[config.mk]
export PLATFORM = sky130hd
export DESIGN_NAME = pvt_countdown_timer
export DESIGN_NICKNAME = d
export VERILOG_FILES = /design/src/rtl/cdt_pkg.sv /design/src/rtl/cdt_decode.sv /design/src/rtl/cdt_prescaler.sv /design/src/rtl/cdt_counter.sv /design/src/rtl/pvt_countdown_timer.sv
export SDC_FILE = /design/constraint.sdc
export NUM_CORES = 1
export LEC_CHECK = 0
export BUFFER_PORTS_ARGS = -buffer_cell sky130_fd_sc_hd__buf_2
export CAP_MARGIN = 20
export CELL_PAD_IN_SITES_DETAIL_PLACEMENT = 1
export CELL_PAD_IN_SITES_GLOBAL_PLACEMENT = 2
export CORE_ASPECT_RATIO = 2
export CORE_UTILIZATION = 33
export DETAILED_ROUTE_END_ITERATION = 10
export PLACE_DENSITY_LB_ADDON = 0.1
export SYNTH_ARGS = -nofsm -noshare
export SYNTH_HDL_FRONTEND = slang
export SYNTH_SLANG_ARGS = --single-unit
export TNS_END_PERCENT = 10
[constraint.sdc]
create_clock -name clk -period 2.2 [get_ports clk]
set_input_delay 0 -clock clk [delete_from_list [all_inputs] [get_ports clk]]
set_output_delay 0 -clock clk [all_outputs]
set_load 0.05 [all_outputs]
[src/rtl/cdt_pkg.sv]
package cdt_pkg;

  typedef enum logic [2:0] {
    SEL_NONE  = 3'd0,
    SEL_LOAD  = 3'd1,
    SEL_COUNT = 3'd2,
    SEL_CTRL  = 3'd3,
    SEL_STAT  = 3'd4
  } reg_sel_e;

  localparam int unsigned OFS_LOAD  = 32'h0;
  localparam int unsigned OFS_COUNT = 32'h4;
  localparam int unsigned OFS_CTRL  = 32'h8;
  localparam int unsigned OFS_STAT  = 32'hC;

  // Map a byte offset to the register it selects.
  function automatic reg_sel_e decode_offset(input int unsigned ofs);
    case (ofs)
      OFS_LOAD:  return SEL_LOAD;
      OFS_COUNT: return SEL_COUNT;
      OFS_CTRL:  return SEL_CTRL;
      OFS_STAT:  return SEL_STAT;
      default:   return SEL_NONE;
    endcase
  endfunction

endpackage

[src/rtl/cdt_decode.sv]
module cdt_decode
  import cdt_pkg::*;
#(
  parameter int ADDR_W = 5
) (
  input  logic [ADDR_W-1:0] addr,
  input  logic              we,
  output reg_sel_e          sel,
  output logic              wr_load,
  output logic              wr_count,
  output logic              wr_ctrl,
  output logic              wr_stat
);

  always_comb begin
    sel      = decode_offset(32'(addr));
    wr_load  = we && (sel == SEL_LOAD);
    wr_count = we && (sel == SEL_COUNT);
    wr_ctrl  = we && (sel == SEL_CTRL);
    wr_stat  = we && (sel == SEL_STAT);
  end

endmodule

[src/rtl/cdt_prescaler.sv]
module cdt_prescaler #(
  parameter int PRE_W = 8
) (
  input  logic             clk,
  input  logic             rst_n,
  input  logic             run,
  input  logic             restart,
  input  logic [PRE_W-1:0] limit,
  output logic             tick
);

  logic [PRE_W-1:0] div_q;

  // A tick ends each window of (limit + 1) running cycles.
  assign tick = run && (div_q >= limit);

  always_ff @(posedge clk or negedge rst_n) begin
    if (!rst_n) begin
      div_q <= '0;
    end else if (restart || !run || tick) begin
      div_q <= '0;
    end else begin
      div_q <= div_q + 1'b1;
    end
  end

  // with a non-zero limit, two ticks never come back to back
  a_r5_tick_gap: assert property (@(posedge clk) disable iff (!rst_n)
    (tick && (limit != '0) && $stable(limit)) |=> !tick);

  // a restart opens a fresh window
  a_r5_restart_window: assert property (@(posedge clk) disable iff (!rst_n)
    (restart && (limit != '0)) |=> !tick);

endmodule

[src/rtl/cdt_counter.sv]
module cdt_counter #(
  parameter int DATA_W = 32
) (
  input  logic              clk,
  input  logic              rst_n,
  input  logic              wr_load,
  input  logic              wr_count,
  input  logic [DATA_W-1:0] wdata,
  input  logic              enable,
  input  logic              reload,
  input  logic              fill,
  input  logic              tick,
  output logic [DATA_W-1:0] count_q,
  output logic [DATA_W-1:0] load_q,
  output logic              running,
  output logic              expire
);

  localparam logic [DATA_W-1:0] ONE = DATA_W'(1);

  // Count after one step: the refill value on expiry, otherwise one less.
  function automatic logic [DATA_W-1:0] next_step(
    input logic [DATA_W-1:0] cur,
    input logic [DATA_W-1:0] refill,
    input logic              periodic
  );
    if (cur == ONE) return periodic ? refill : '0;
    return cur - ONE;
  endfunction

  logic bus_touch;
  assign bus_touch = wr_load || wr_count;
  assign running   = enable && (count_q != '0);
  assign expire    = running && tick && !bus_touch && (count_q == ONE);

  always_ff @(posedge clk or negedge rst_n) begin
    if (!rst_n) begin
      load_q  <= '0;
      count_q <= '0;
    end else begin
      if (wr_load) begin
        load_q  <= wdata;
        count_q <= wdata;
      end else if (wr_count) begin
        count_q <= wdata;
      end else if (fill) begin
        count_q <= load_q;
      end else if (running && tick) begin
        count_q <= next_step(count_q, load_q, reload);
      end
    end
  end

  // an ordinary tick removes exactly one
  a_r5_single_step: assert property (@(posedge clk) disable iff (!rst_n)
    (running && tick && !bus_touch && (count_q > ONE)) |=> (count_q == $past(count_q) - ONE));

  // periodic expiry refills from the reload value
  a_r7_refill: assert property (@(posedge clk) disable iff (!rst_n)
    (expire && reload) |=> (count_q == $past(load_q)));

  // one-shot expiry parks at zero
  a_r8_park: assert property (@(posedge clk) disable iff (!rst_n)
    (expire && !reload) |=> (count_q == '0));

  // with enable clear and no bus change, the count holds
  a_r11_hold_off: assert property (@(posedge clk) disable iff (!rst_n)
    (!enable && !bus_touch && !fill) |=> $stable(count_q));

  // a load write lands in both registers
  a_r3_load_both: assert property (@(posedge clk) disable iff (!rst_n)
    wr_load |=> ((count_q == load_q) && (load_q == $past(wdata))));

endmodule

[src/rtl/pvt_countdown_timer.sv]
module pvt_countdown_timer
  import cdt_pkg::*;
#(
  parameter int DATA_W  = 32,
  parameter int ADDR_W  = 5,
  parameter int PRE_W   = 8,
  parameter int PRE_LSB = 8
) (
  input  logic              clk,
  input  logic              rst_n,
  input  logic [ADDR_W-1:0] bus_addr,
  input  logic              bus_we,
  input  logic [DATA_W-1:0] bus_wdata,
  output logic [DATA_W-1:0] bus_rdata,
  output logic              irq
);

  localparam int EN_BIT = 0;
  localparam int RL_BIT = 1;

  reg_sel_e          sel;
  logic              wr_load, wr_count, wr_ctrl, wr_stat;
  logic              en_q, rl_q;
  logic [PRE_W-1:0]  pre_q;
  logic              stat_q;
  logic [DATA_W-1:0] count_q, load_q;
  logic              running, expire, tick;
  logic              en_rise, fill, pre_restart;

  cdt_decode #(.ADDR_W(ADDR_W)) u_decode (
    .addr    (bus_addr),
    .we      (bus_we),
    .sel     (sel),
    .wr_load (wr_load),
    .wr_count(wr_count),
    .wr_ctrl (wr_ctrl),
    .wr_stat (wr_stat)
  );

  assign en_rise     = wr_ctrl && bus_wdata[EN_BIT] && !en_q;
  assign fill        = en_rise && bus_wdata[RL_BIT] && (count_q == '0);
  assign pre_restart = wr_load || wr_count || en_rise;

  cdt_prescaler #(.PRE_W(PRE_W)) u_presc (
    .clk    (clk),
    .rst_n  (rst_n),
    .run    (running),
    .restart(pre_restart),
    .limit  (pre_q),
    .tick   (tick)
  );

  cdt_counter #(.DATA_W(DATA_W)) u_count (
    .clk     (clk),
    .rst_n   (rst_n),
    .wr_load (wr_load),
    .wr_count(wr_count),
    .wdata   (bus_wdata),
    .enable  (en_q),
    .reload  (rl_q),
    .fill    (fill),
    .tick    (tick),
    .count_q (count_q),
    .load_q  (load_q),
    .running (running),
    .expire  (expire)
  );

  always_ff @(posedge clk or negedge rst_n) begin
    if (!rst_n) begin
      en_q  <= 1'b0;
      rl_q  <= 1'b0;
      pre_q <= '0;
    end else if (wr_ctrl) begin
      en_q  <= bus_wdata[EN_BIT];
      rl_q  <= bus_wdata[RL_BIT];
      pre_q <= bus_wdata[PRE_LSB +: PRE_W];
    end
  end

  // Expiry outranks a same-cycle acknowledge.
  always_ff @(posedge clk or negedge rst_n) begin
    if (!rst_n) begin
      stat_q <= 1'b0;
    end else if (expire) begin
      stat_q <= 1'b1;
    end else if (wr_stat && bus_wdata[0]) begin
      stat_q <= 1'b0;
    end
  end

  assign irq = stat_q;

  // The visible count is zero whenever the timer is off.
  function automatic logic [DATA_W-1:0] count_view(
    input logic              on,
    input logic [DATA_W-1:0] cur
  );
    return on ? cur : '0;
  endfunction

  function automatic logic [DATA_W-1:0] ctrl_view(
    input logic             on,
    input logic             periodic,
    input logic [PRE_W-1:0] pre
  );
    logic [DATA_W-1:0] v;
    v = '0;
    v[EN_BIT] = on;
    v[RL_BIT] = periodic;
    v[PRE_LSB +: PRE_W] = pre;
    return v;
  endfunction

  always_comb begin
    case (sel)
      SEL_LOAD:  bus_rdata = load_q;
      SEL_COUNT: bus_rdata = count_view(en_q, count_q);
      SEL_CTRL:  bus_rdata = ctrl_view(en_q, rl_q, pre_q);
      SEL_STAT:  bus_rdata = {{(DATA_W-1){1'b0}}, stat_q};
      default:   bus_rdata = '0;
    endcase
  end

  // an expiry raises the interrupt on the next cycle
  a_r6_irq_on_expire: assert property (@(posedge clk) disable iff (!rst_n)
    expire |=> irq);

  // an acknowledge with bit 0 set and no expiry drops the interrupt
  a_r12_w1c: assert property (@(posedge clk) disable iff (!rst_n)
    (wr_stat && bus_wdata[0] && !expire) |=> !irq);

  // an acknowledge with bit 0 clear leaves the flag
  a_r12_zero_keeps: assert property (@(posedge clk) disable iff (!rst_n)
    (wr_stat && !bus_wdata[0]) |=> (irq || !$past(irq)));

  // a counter read with the timer off returns zero
  a_r11_read_off: assert property (@(posedge clk) disable iff (!rst_n)
    ((sel == SEL_COUNT) && !en_q) |-> (bus_rdata == '0));

  // unmapped offsets read zero
  a_r2_unmapped_zero: assert property (@(posedge clk) disable iff (!rst_n)
    (sel == SEL_NONE) |-> (bus_rdata == '0));

endmodule

* Word level (Yosys, flattened, before mapping)
Cells that the tools add are included.
** Operators by class
- $add $sub $neg :: 2
- Multipliers :: 0
- Divide/modulo/power cells :: 0
- Order comparisons :: 1
- Eq/ne operators :: 8
- Shift-type cells :: 0
- Mux-type cells :: 18
- Bitwise operators :: 0
- Reduce and logical (&&, ||, !) cells :: 26
** Operators with widths (count)
- 32-bit 2-to-1 mux :: 8
- 32-bit case mux with 4 select lines :: 1
- 32-bit by 1-bit == test with 1-bit output (second input constant) :: 1
- 32-bit zero test :: 1
- 32-bit nonzero test :: 1
- 32-bit by 1-bit subtractor with 32-bit output (second input constant) :: 1
- 1-bit logical AND :: 14
- 3-bit case mux with 4 select lines :: 1
- 5-bit by 4-bit == test with 1-bit output (second input constant) :: 2
- 8-bit by 1-bit adder with 8-bit output (second input constant) :: 1
- 8-bit greater-or-equal comparator :: 1
- 8-bit 2-to-1 mux :: 1
- 1-bit 2-to-1 mux :: 7
- 3-bit by 2-bit == test with 1-bit output (second input constant) :: 2
- 5-bit by 3-bit == test with 1-bit output (second input constant) :: 1
- 5-bit zero test :: 1
- 1-bit logical OR :: 4
- 4-bit nonzero test :: 1
- 3-bit by 1-bit == test with 1-bit output (second input constant) :: 1
- 3-bit == test (second input constant) :: 1
- 1-bit zero test :: 3
- 2-bit nonzero test :: 1
** Storage, ports and cells
- Flip-flop bits (word level) :: 83
- Latch bits :: 0
- RAM bits :: 0
- Memory bits (read-only) :: 0
- Input bits :: 40
- Output and inout bits :: 33
- Word-level logic and storage cells :: 62
- Memories :: 0

* Logic depth before layout (Yosys ltp)
Gate-level depths: netlist (run 1).
- Word-level depth :: 16
- Gate-level depth with buffers :: 10
- Gate-level depth less buffers :: 8

* By module
From an unflattened synthesis (run 1), not the netlist that was laid out.
** Second synthesis, totals
- Cell total of the unflattened synthesis :: 527
- Area total of the unflattened synthesis :: 5230.0 µm²
** Modules (own cells, without submodules)
- cdt_counter :: times used 1, cells each 359, area an instance 3653.5 µm², sequential area each 1601.5 µm²
- pvt_countdown_timer :: times used 1, cells each 95, area an instance 933.4 µm², sequential area each 275.3 µm²
- cdt_prescaler :: times used 1, cells each 60, area an instance 569.3 µm², sequential area each 200.2 µm²
- cdt_decode :: times used 1, cells each 13, area an instance 73.8 µm², sequential area each 0.0 µm²

* Least setup slack after synthesis (run 1)
No wires, ideal clock.
- Kind :: reg-to-reg
- Start :: register u_count.count_q[9]
- End :: register u_count.count_q[0]
- Library setup time :: 0.127 ns
- Arrival time :: 2.118 ns
- Required time :: 2.073 ns
- Path slack :: -0.045 ns
- Stages on the path, launching flop included :: 10
- Clock period less this slack :: 2.245 ns
- Cell sequence :: dfrtp_1 buf_6 nor4_4 nand4_4 or3_1 buf_2 buf_6 a221o_1 o21ai_1 mux2i_1
** Between the ends
- Cells in the longest elaborated chain, start to end :: 11
- Elaborated cells between the ends (all ways) :: 18
- Classes of those cells :: eq/ne: 1; mux: 10; reduce/logical: 7
** RTL lines
- start: declaration :: line cdt_counter.sv:13 : output logic [DATA_W-1:0] count_q,
- start signal: assignment :: line cdt_counter.sv:43 : count_q <= wdata;
- start signal: assignment :: line cdt_counter.sv:45 : count_q <= wdata;
- start signal: assignment :: line cdt_counter.sv:47 : count_q <= load_q;
- 32-bit by 1-bit == test with 1-bit output :: line cdt_counter.sv:27 : if (cur == ONE) return periodic ? refill : '0;
- 1-bit 2-to-1 mux :: line cdt_counter.sv:27
- 1-bit 2-to-1 mux :: line cdt_counter.sv:48 : end else if (running && tick) begin
- 1-bit 2-to-1 mux :: line cdt_counter.sv:46 : end else if (fill) begin
- 1-bit 2-to-1 mux :: line cdt_counter.sv:44 : end else if (wr_count) begin
- 1-bit 2-to-1 mux :: line cdt_counter.sv:41 : if (wr_load) begin
- 32-bit 2-to-1 mux :: line cdt_counter.sv:28 : return cur - ONE;
- 32-bit 2-to-1 mux :: line cdt_counter.sv:48
- 32-bit 2-to-1 mux :: line cdt_counter.sv:46
- 32-bit 2-to-1 mux :: line cdt_counter.sv:44
- 32-bit 2-to-1 mux :: line cdt_counter.sv:41
Several ways; a longest one is shown, not always the timed one. The select of a mux whose other input is x is not followed.
A chain may end at the register's enable or synchronous reset.

* Final worst setup path (run 1)
- Start :: register u_count.count_q[16]
- End :: register u_count.count_q[25]
The elaborated chain is that of the path after synthesis.

==> results.toml, run 1 <==
[outcome]
status = "finished with violations"
violations = "negative setup slack"

[worst_setup_path]
endpoint_kind = "flip-flop"
reg2reg_to = "u_count.count_q[25]"
reg2reg_depth = 7
worstPathCellList = "nor4_4 -> buf_4 -> nand2_1 -> nor4_2 -> xor2_1 -> a221oi_2 -> o31ai_2"
crit_arrival_ps = 2540
r2r_setup_slack_ps = -130
crit_slowest_cell = "dfrtp_1"
crit_type = "flip-flop to flip-flop"
slowest_delay_ps = 410
worstPathRequired_ps = 2420
reg2reg_from = "u_count.count_q[16]"
start_kind = "flip-flop"
worst-path-max-fanout = 6

[routing]
via_per_inst = 5.494
route.detailed.drc = 0
post_drt_wl_per_cell_um = 21.28
ant_nets = 0
drt_pass1_iterations = 4
drtIter0Drc = 177
vias = 4994
wirelength_um = 19340

[power_and_ir_drop]
power_density_nw_per_um2 = 1050
p_leak_uw = 0.003492
vdd_drop_max_v = 0.0004820

[timing]
whs_ps = 44.43
finalHoldViolations = 0
finalClockSkew_ps = 11.55
rsz0062_at_grt = "yes"
period_needed_ps = 2327
maxSlewViolCount = 0
setup_viol = 32
relSlewSlack_pct = 62.20
clock.fmax_mhz = 429.7
fin_ws_ps = -127.3
tightestPinTransition_ps = 565.7
period_share_pct = 105.8

[placement]
post-place-ws_ps = -278.1
port_buffers = 72
gp_congestion = 0.8655
dp.final_hpwl_um = 13330

[die]
die-area_um2 = 15970
die_w_um = 89.87
io_pins = 73
die_h_um = 177.7
start_util_pct = 34.03
num_rows = 63
core_um2 = 14980

[synth]
synth_flop_cell = "dfrtp_1"
syn-num-nets = 571
ys_seq_area_share_pct = 40.76
ys_types = 60
ys_async_sr_fraction_pct = 100.0
synth_edf_count = 0
syn_inst = 519
syn_avg_cell_area_um2 = 9.819
ys_ff_latch = 83
yosysWarnings = 0
syn_area_um2 = 5096

[clock_network]
numCtsBuffers = 9
path_clk_slew_ps = 60
clockBufferDepth = 2
cts_tree = "yes"
htree_levels = 3
cts_root_buffer = "clkbuf_16"
cts_sinks = 83
insertion_delay_ps = 350

[cells_and_area]
final_common_cell = "buf_4"
area_growth_pct = 44.83
final_cell_mix = "buf_4, dfrtp_1, buf_2"
drive_gt1_share_pct = 40.48
nets = 761
diodes = 0
nFillCells = 1708

[hold_path]
hp-start = "bus_addr[2]"
min_to = "irq"
hold_path_class = "input pin to flip-flop"
hold_depth = 4

[global_routing]
grt-ovfl-total = 0
antenna_found_initial = 0
grt_pass1_vias = 5587
grt_max_degree = 68
grt_use_total_pct = 24.56
grt_pass1_wl_um = 29930

[job]
max_cap_viol_count = 0
## worst max path at each step
stage,from,endpoint,slack [ps],depth (start not counted)
after floorplan,u_count.count_q[17],u_count.count_q[0],5,8
after global placement,u_count.count_q[26],u_count.count_q[19],-200,9
after detailed placement,u_count.count_q[26],u_count.count_q[21],-280,9
after CTS,u_count.count_q[7],u_count.count_q[27],-110,8
after global routing,u_count.count_q[16],u_count.count_q[25],-230,7
final,u_count.count_q[16],u_count.count_q[25],-130,7
## registers in the layout, summed over array words and instances (netlist names)
signal and flops:
en_q 1, irq 1, pre_q 8, rl_q 1, u_count.count_q 32, u_count.load_q 32
u_presc.div_q 8
## cells by family after synthesis
family	Yosys count	share of synthesized area (%)
and+or+nand+nor	165	16.94
AOI/OAI and AO/OA	139	20.84
DFF	83	40.76
buffers and inverters	51	4.542
muxes	44	9.673
xor gates and xnor gates	25	4.297
adders and majority gates	12	2.946
## cells in the mapped netlist, types with 2 or more instances
| library cell | number | share of area (%) |
|---|---|---|
| o21ai_1 | 7 | 0.69 |
| nand4_1 | 5 | 0.61 |
| a221o_1 | 7 | 1.4 |
| buf_4 | 2 | 0.29 |
| or4_1 | 4 | 0.59 |
| buf_6 | 3 | 0.66 |
| nor4_4 | 3 | 1.3 |
| o21ba_2 | 2 | 0.39 |
| mux2_2 | 42 | 9.3 |
| nor3_1 | 10 | 0.98 |
| a31oi_1 | 5 | 0.61 |
| or3_1 | 4 | 0.49 |
| a22oi_1 | 11 | 1.6 |
| nor2b_1 | 3 | 0.37 |
| nand2_1 | 56 | 4.1 |
| and2_1 | 3 | 0.37 |
| o21bai_1 | 3 | 0.44 |
| o31ai_1 | 21 | 3.1 |
| a221oi_1 | 15 | 2.6 |
| buf_1 | 3 | 0.22 |
| o21ai_0 | 20 | 2.0 |
| buf_2 | 8 | 0.79 |
| o2bb2ai_1 | 2 | 0.34 |
| o21a_1 | 2 | 0.29 |
| nor4_1 | 10 | 1.2 |
| dfrtp_1 | 83 | 41 |
| a211oi_1 | 3 | 0.44 |
| ha_1 | 12 | 2.9 |
| mux2i_1 | 2 | 0.39 |
| inv_1 | 12 | 0.88 |
| nor2_1 | 42 | 3.1 |
| and3_1 | 4 | 0.49 |
| nand3_1 | 9 | 0.88 |
| a21oi_1 | 7 | 0.69 |
| nor3_2 | 2 | 0.39 |
| a22o_1 | 23 | 4.0 |
| xnor2_1 | 7 | 1.2 |
| clkbuf_1 | 23 | 1.7 |
| xor2_1 | 18 | 3.1 |
## power breakdown
| part | total, uW | leakage [uW] | switching, uW | internal [uW] |
|---|---|---|---|---|
| Sequential | 2380 | 0.00108 | 445 | 1930 |
| Combinational | 3790 | 0.00226 | 1910 | 1880 |
| Clock | 1580 | 0.000148 | 666 | 912 |
| Total | 7750 | 0.00349 | 3020 | 4730 |
## repair_timing
| item | in CTS | in global routing |
|---|---|---|
| pin swaps | 9 | 16 |
| hold endpoints to repair | 145 | 0 |
| gates cloned | 2 | 1 |
| buffers inserted | 9 | 11 |
| gates resized for setup | 28 | 37 |
| hold buffers | 34 | 0 |
| endpoints found under the setup margin | 32 | 33 |
## metrics by stage
step / cells / cell area (um2) / power (uW) / utilization [%] / setup TNS [ps]
6_report: 909 / 7381 / 7750 / 49.28 / -1938
4_1_cts: 898 / 7171 / 7556 / 47.88 / -2108
5_1_grt: 909 / 7381 / 8208 / 49.28 / -5281
3_5_place_dp: 837 / 6265 / 5643 / 41.83 / -4991
3_3_place_gp: 837 / 6265 / 5544 / 41.83 / -3313
2_1_floorplan: 519 / 5110 / 4118 / - / 0
## cell type report
| class | count | area, um2 | area share (%) |
|---|---|---|---|
| Clock inverter | 6 | 65.06 | 0.8815 |
| Timing Repair Buffer | 218 | 1690 | 22.90 |
| Tap cell | 195 | 244.0 | 3.306 |
| Multi-Input combinational cell | 385 | 3020 | 40.92 |
| Inverter | 12 | 45.04 | 0.6103 |
| Clock buffer | 10 | 239.0 | 3.238 |
| Sequential cell | 83 | 2077 | 28.14 |
## metal layers
metal  vias to the layer above  track usage (%)  share of wire, %
li1                       2314                -                 -
met2                       100            50.96                60
met3                        46            2.485               1.9
met4                         0            12.70               3.6
met5                         -                0                 0
met1                      2534            23.08                34
## worst max-delay path, delay by kind of cell, from the launching register on
family	cells	cell delay (ps)
buffers and inverters	1	190
AND/OR/NAND/NOR	3	1010
flip-flops	1	410
XOR/XNOR	1	140
AO/OA/AOI/OAI	2	470
Power figures use the tool's default switching activity.
==> run 2: changes to the inputs <==
Settings changed: SYNTH_HIERARCHICAL set to 1.
==> results.toml, run 2 <==
[outcome]
status = "finished with violations"
violations = "negative setup slack"

[worst_setup_path]
cpMostUsedCell = "or3_4"
worst-path-max-fanout = 25
r2r_setup_slack_ps = -320
worstPathRequired_ps = 2420
critPathCapture = "u_count/count_q[7]"
reg2reg_to = "u_count/count_q[7]"
startpoint = "u_count/count_q[29]"
crit_type = "flip-flop to flip-flop"
reg2reg_depth = 10
crit_arrival_ps = 2730
reg2reg_from = "u_count/count_q[29]"
slowest_delay_ps = 400
start_kind = "flip-flop"
crit_slowest_cell = "dfrtp_1"
endpoint_kind = "flip-flop"
worstPathCellList = "or3_4 -> or3_4 -> nor4_4 -> nor2b_2 -> o21a_1 -> nand2_2 -> o21ai_4 -> buf_12 -> o21ai_0 -> o2bb2ai_1"

[timing]
whs_ps = 17.81
setup_viol = 39
relSlewSlack_pct = 53.45
maxSlewViolCount = 0
rsz0062_at_grt = "yes"
finalClockSkew_ps = 12.93
finalHoldViolations = 0
fin_ws_ps = -315.3
period_share_pct = 114.3
period_needed_ps = 2515
clock.fmax_mhz = 397.6
tightestPinTransition_ps = 698.3

[clock_network]
cts_root_buffer = "clkbuf_16"
cts_tree = "yes"
htree_levels = 3
path_clk_slew_ps = 70
insertion_delay_ps = 350
numCtsBuffers = 9
cts_sinks = 83
clockBufferDepth = 2

[cells_and_area]
final_cell_mix = "buf_4, dfrtp_1, buf_2"
drive_gt1_share_pct = 40.76
nets = 787
area_growth_pct = 44.35
design_area_um2 = 7550
final_common_cell = "buf_4"
reg_top3 = "u_count/count_q x32, u_count/load_q x32"
diodes = 0
instances_no_fill = 939

[routing]
wirelength_um = 20850
drtIter0Drc = 244
route.detailed.drc = 0
drt_pass1_iterations = 5
ant_nets = 0
via_per_inst = 5.671
post_drt_wl_per_cell_um = 22.21
vias = 5325

[synth]
synth_top_area_share_pct = 39.71
synth.most_common_cell = "dfrtp_1"
syn_area_um2 = 5230
syn_avg_cell_area_um2 = 9.924
ys_types = 67
synthTopCellsByArea = "dfrtp_1, mux2_2, a22o_1"
ys_ff_latch = 83
ys_async_sr_fraction_pct = 100.0
synthTopCellsByCount = "dfrtp_1, mux2_2, o21ai_0"
synth_flop_cell = "dfrtp_1"
ys_seq_area_share_pct = 39.71
syn_inst = 527
synth_edf_count = 0
yosys.area.top_type = "dfrtp_1"
syn-num-nets = 578
yosysWarnings = 6

[die]
die_w_um = 91.02
io_pins = 73
num_rows = 64
core_um2 = 15370
die_h_um = 180.0
die-area_um2 = 16390
start_util_pct = 34.02

[power_and_ir_drop]
p_switching_uw = 2511
power_frac_seq_pct = 33.6
combPwrFrac_pct = 41.3
internal-power_uw = 4289
power_density_nw_per_um2 = 900.7
p_leak_uw = 0.003495
p_sw_share_pct = 36.93
vdd_drop_max_v = 0.0004199
power_uw = 6800
clkPwrFrac_pct = 25.2

[global_routing]
antenna_found_initial = 0
grt_pass1_wl_um = 32830
grt-ovfl-total = 0
grt_use_total_pct = 26.16
grt_max_degree = 54
grt_pass1_vias = 5996

[placement]
port_buffers = 72
place_inst = 887
place_area_um2 = 6683
dp.final_hpwl_um = 15750
gp_congestion = 0.8917

[job]
max_cap_viol_count = 0

[hold_path]
hp-start = "bus_wdata[1]"
hold_path_class = "input pin to flip-flop"
-- run 2: cell count changes in the layout (fill, tap and decap cells not counted), sizes merged, moves of 8 or more --
| cell | before | now |
|---|---|---|
| nand2 | 56 | 18 |
| o22ai | 0 | 18 |
| a21oi | 7 | 24 |
| o21ai | 27 | 44 |
| o2bb2ai | 2 | 16 |
| buf | 184 | 197 |
| o31ai | 22 | 9 |
| inv | 12 | 23 |
| a222oi | 0 | 9 |
| a221oi | 15 | 7 |
-- run 2: area by class of cell --
type	count	area [um2]
Multi-Input combinational cell	389	3088
Inverter	23	86.33
Clock inverter	5	86.33
Tap cell	198	247.7
Sequential cell	83	2077
Clock buffer	11	242.7
Fill cell	1801	7825
Timing Repair Buffer	230	1722
-- run 2: critical path: cells and delay by family, from the launching register on --
family                 cells  cell delay, ps
AO/OA/AOI/OAI              4             480
buffers and inverters      1             180
flip-flops                 1             400
AND/OR/NAND/NOR            5            1330
-- run 2: repair_timing --
| item | CTS | global route |
|---|---|---|
| setup buffers | 2 | 0 |
| pin swaps | 12 | 7 |
| endpoints found under the hold margin | 136 | 0 |
| gates resized for setup | 11 | 22 |
| cloned | 0 | 0 |
| hold buffers | 33 | 0 |
| endpoints found under the setup margin | 41 | 41 |
-- run 2: power by group through the flow --
stage / registers, uW / logic (uW) / clock network (uW)
floorplan: 2290 / 1200 / 0
detailed placement: 2300 / 2600 / 0
CTS: 2280 / 2730 / 1740
finish: 2280 / 2810 / 1710
global route: 2330 / 3050 / 1810
global placement: 2290 / 2530 / 0
-- run 2: logic make-up (layout without fill, tap and decap cells) --
group           Yosys count  count (layout)  synth area share, %
simple gates            132             132                14.79
flops                    83              83                39.71
compound gates          185             185                25.74
buf+inv                  55             269                4.880
fa+ha+maj                11              11                2.632
xor+xnor                 18              18                3.014
mux                      43              43                9.234
-- run 2: worst min path at each step --
stage	end	cells past startpoint	slack, ps
after floorplan	en_q	0	-300
after global placement	u_count/load_q[19]	1	-140
after detailed placement	u_count/load_q[19]	1	-140
after CTS	u_count/count_q[1]	3	20
after global routing	u_count/load_q[21]	2	50
final	u_count/count_q[1]	3	20
-- run 2: routing by layer --
| metal | GRT usage, % | up-vias | part of all wire, % |
|---|---|---|---|
| met3 | 3.418 | 42 | 2.5 |
| li1 | - | 2457 | - |
| met2 | 51.52 | 120 | 58 |
| met1 | 26.39 | 2706 | 36 |
| met4 | 12.13 | 0 | 3.7 |
| met5 | 0 | - | 0 |
-- run 2: metrics by stage --
step           setup WS, ps  util (%)  setup TNS (ps)
4_1_cts              -305.2     48.29           -8709
3_3_place_gp         -463.3     43.47          -11900
3_5_place_dp         -499.5     43.47          -12020
6_report             -315.3     49.10           -7393
5_1_grt              -370.1     49.10          -11130
2_1_floorplan        -141.4         -           -3585
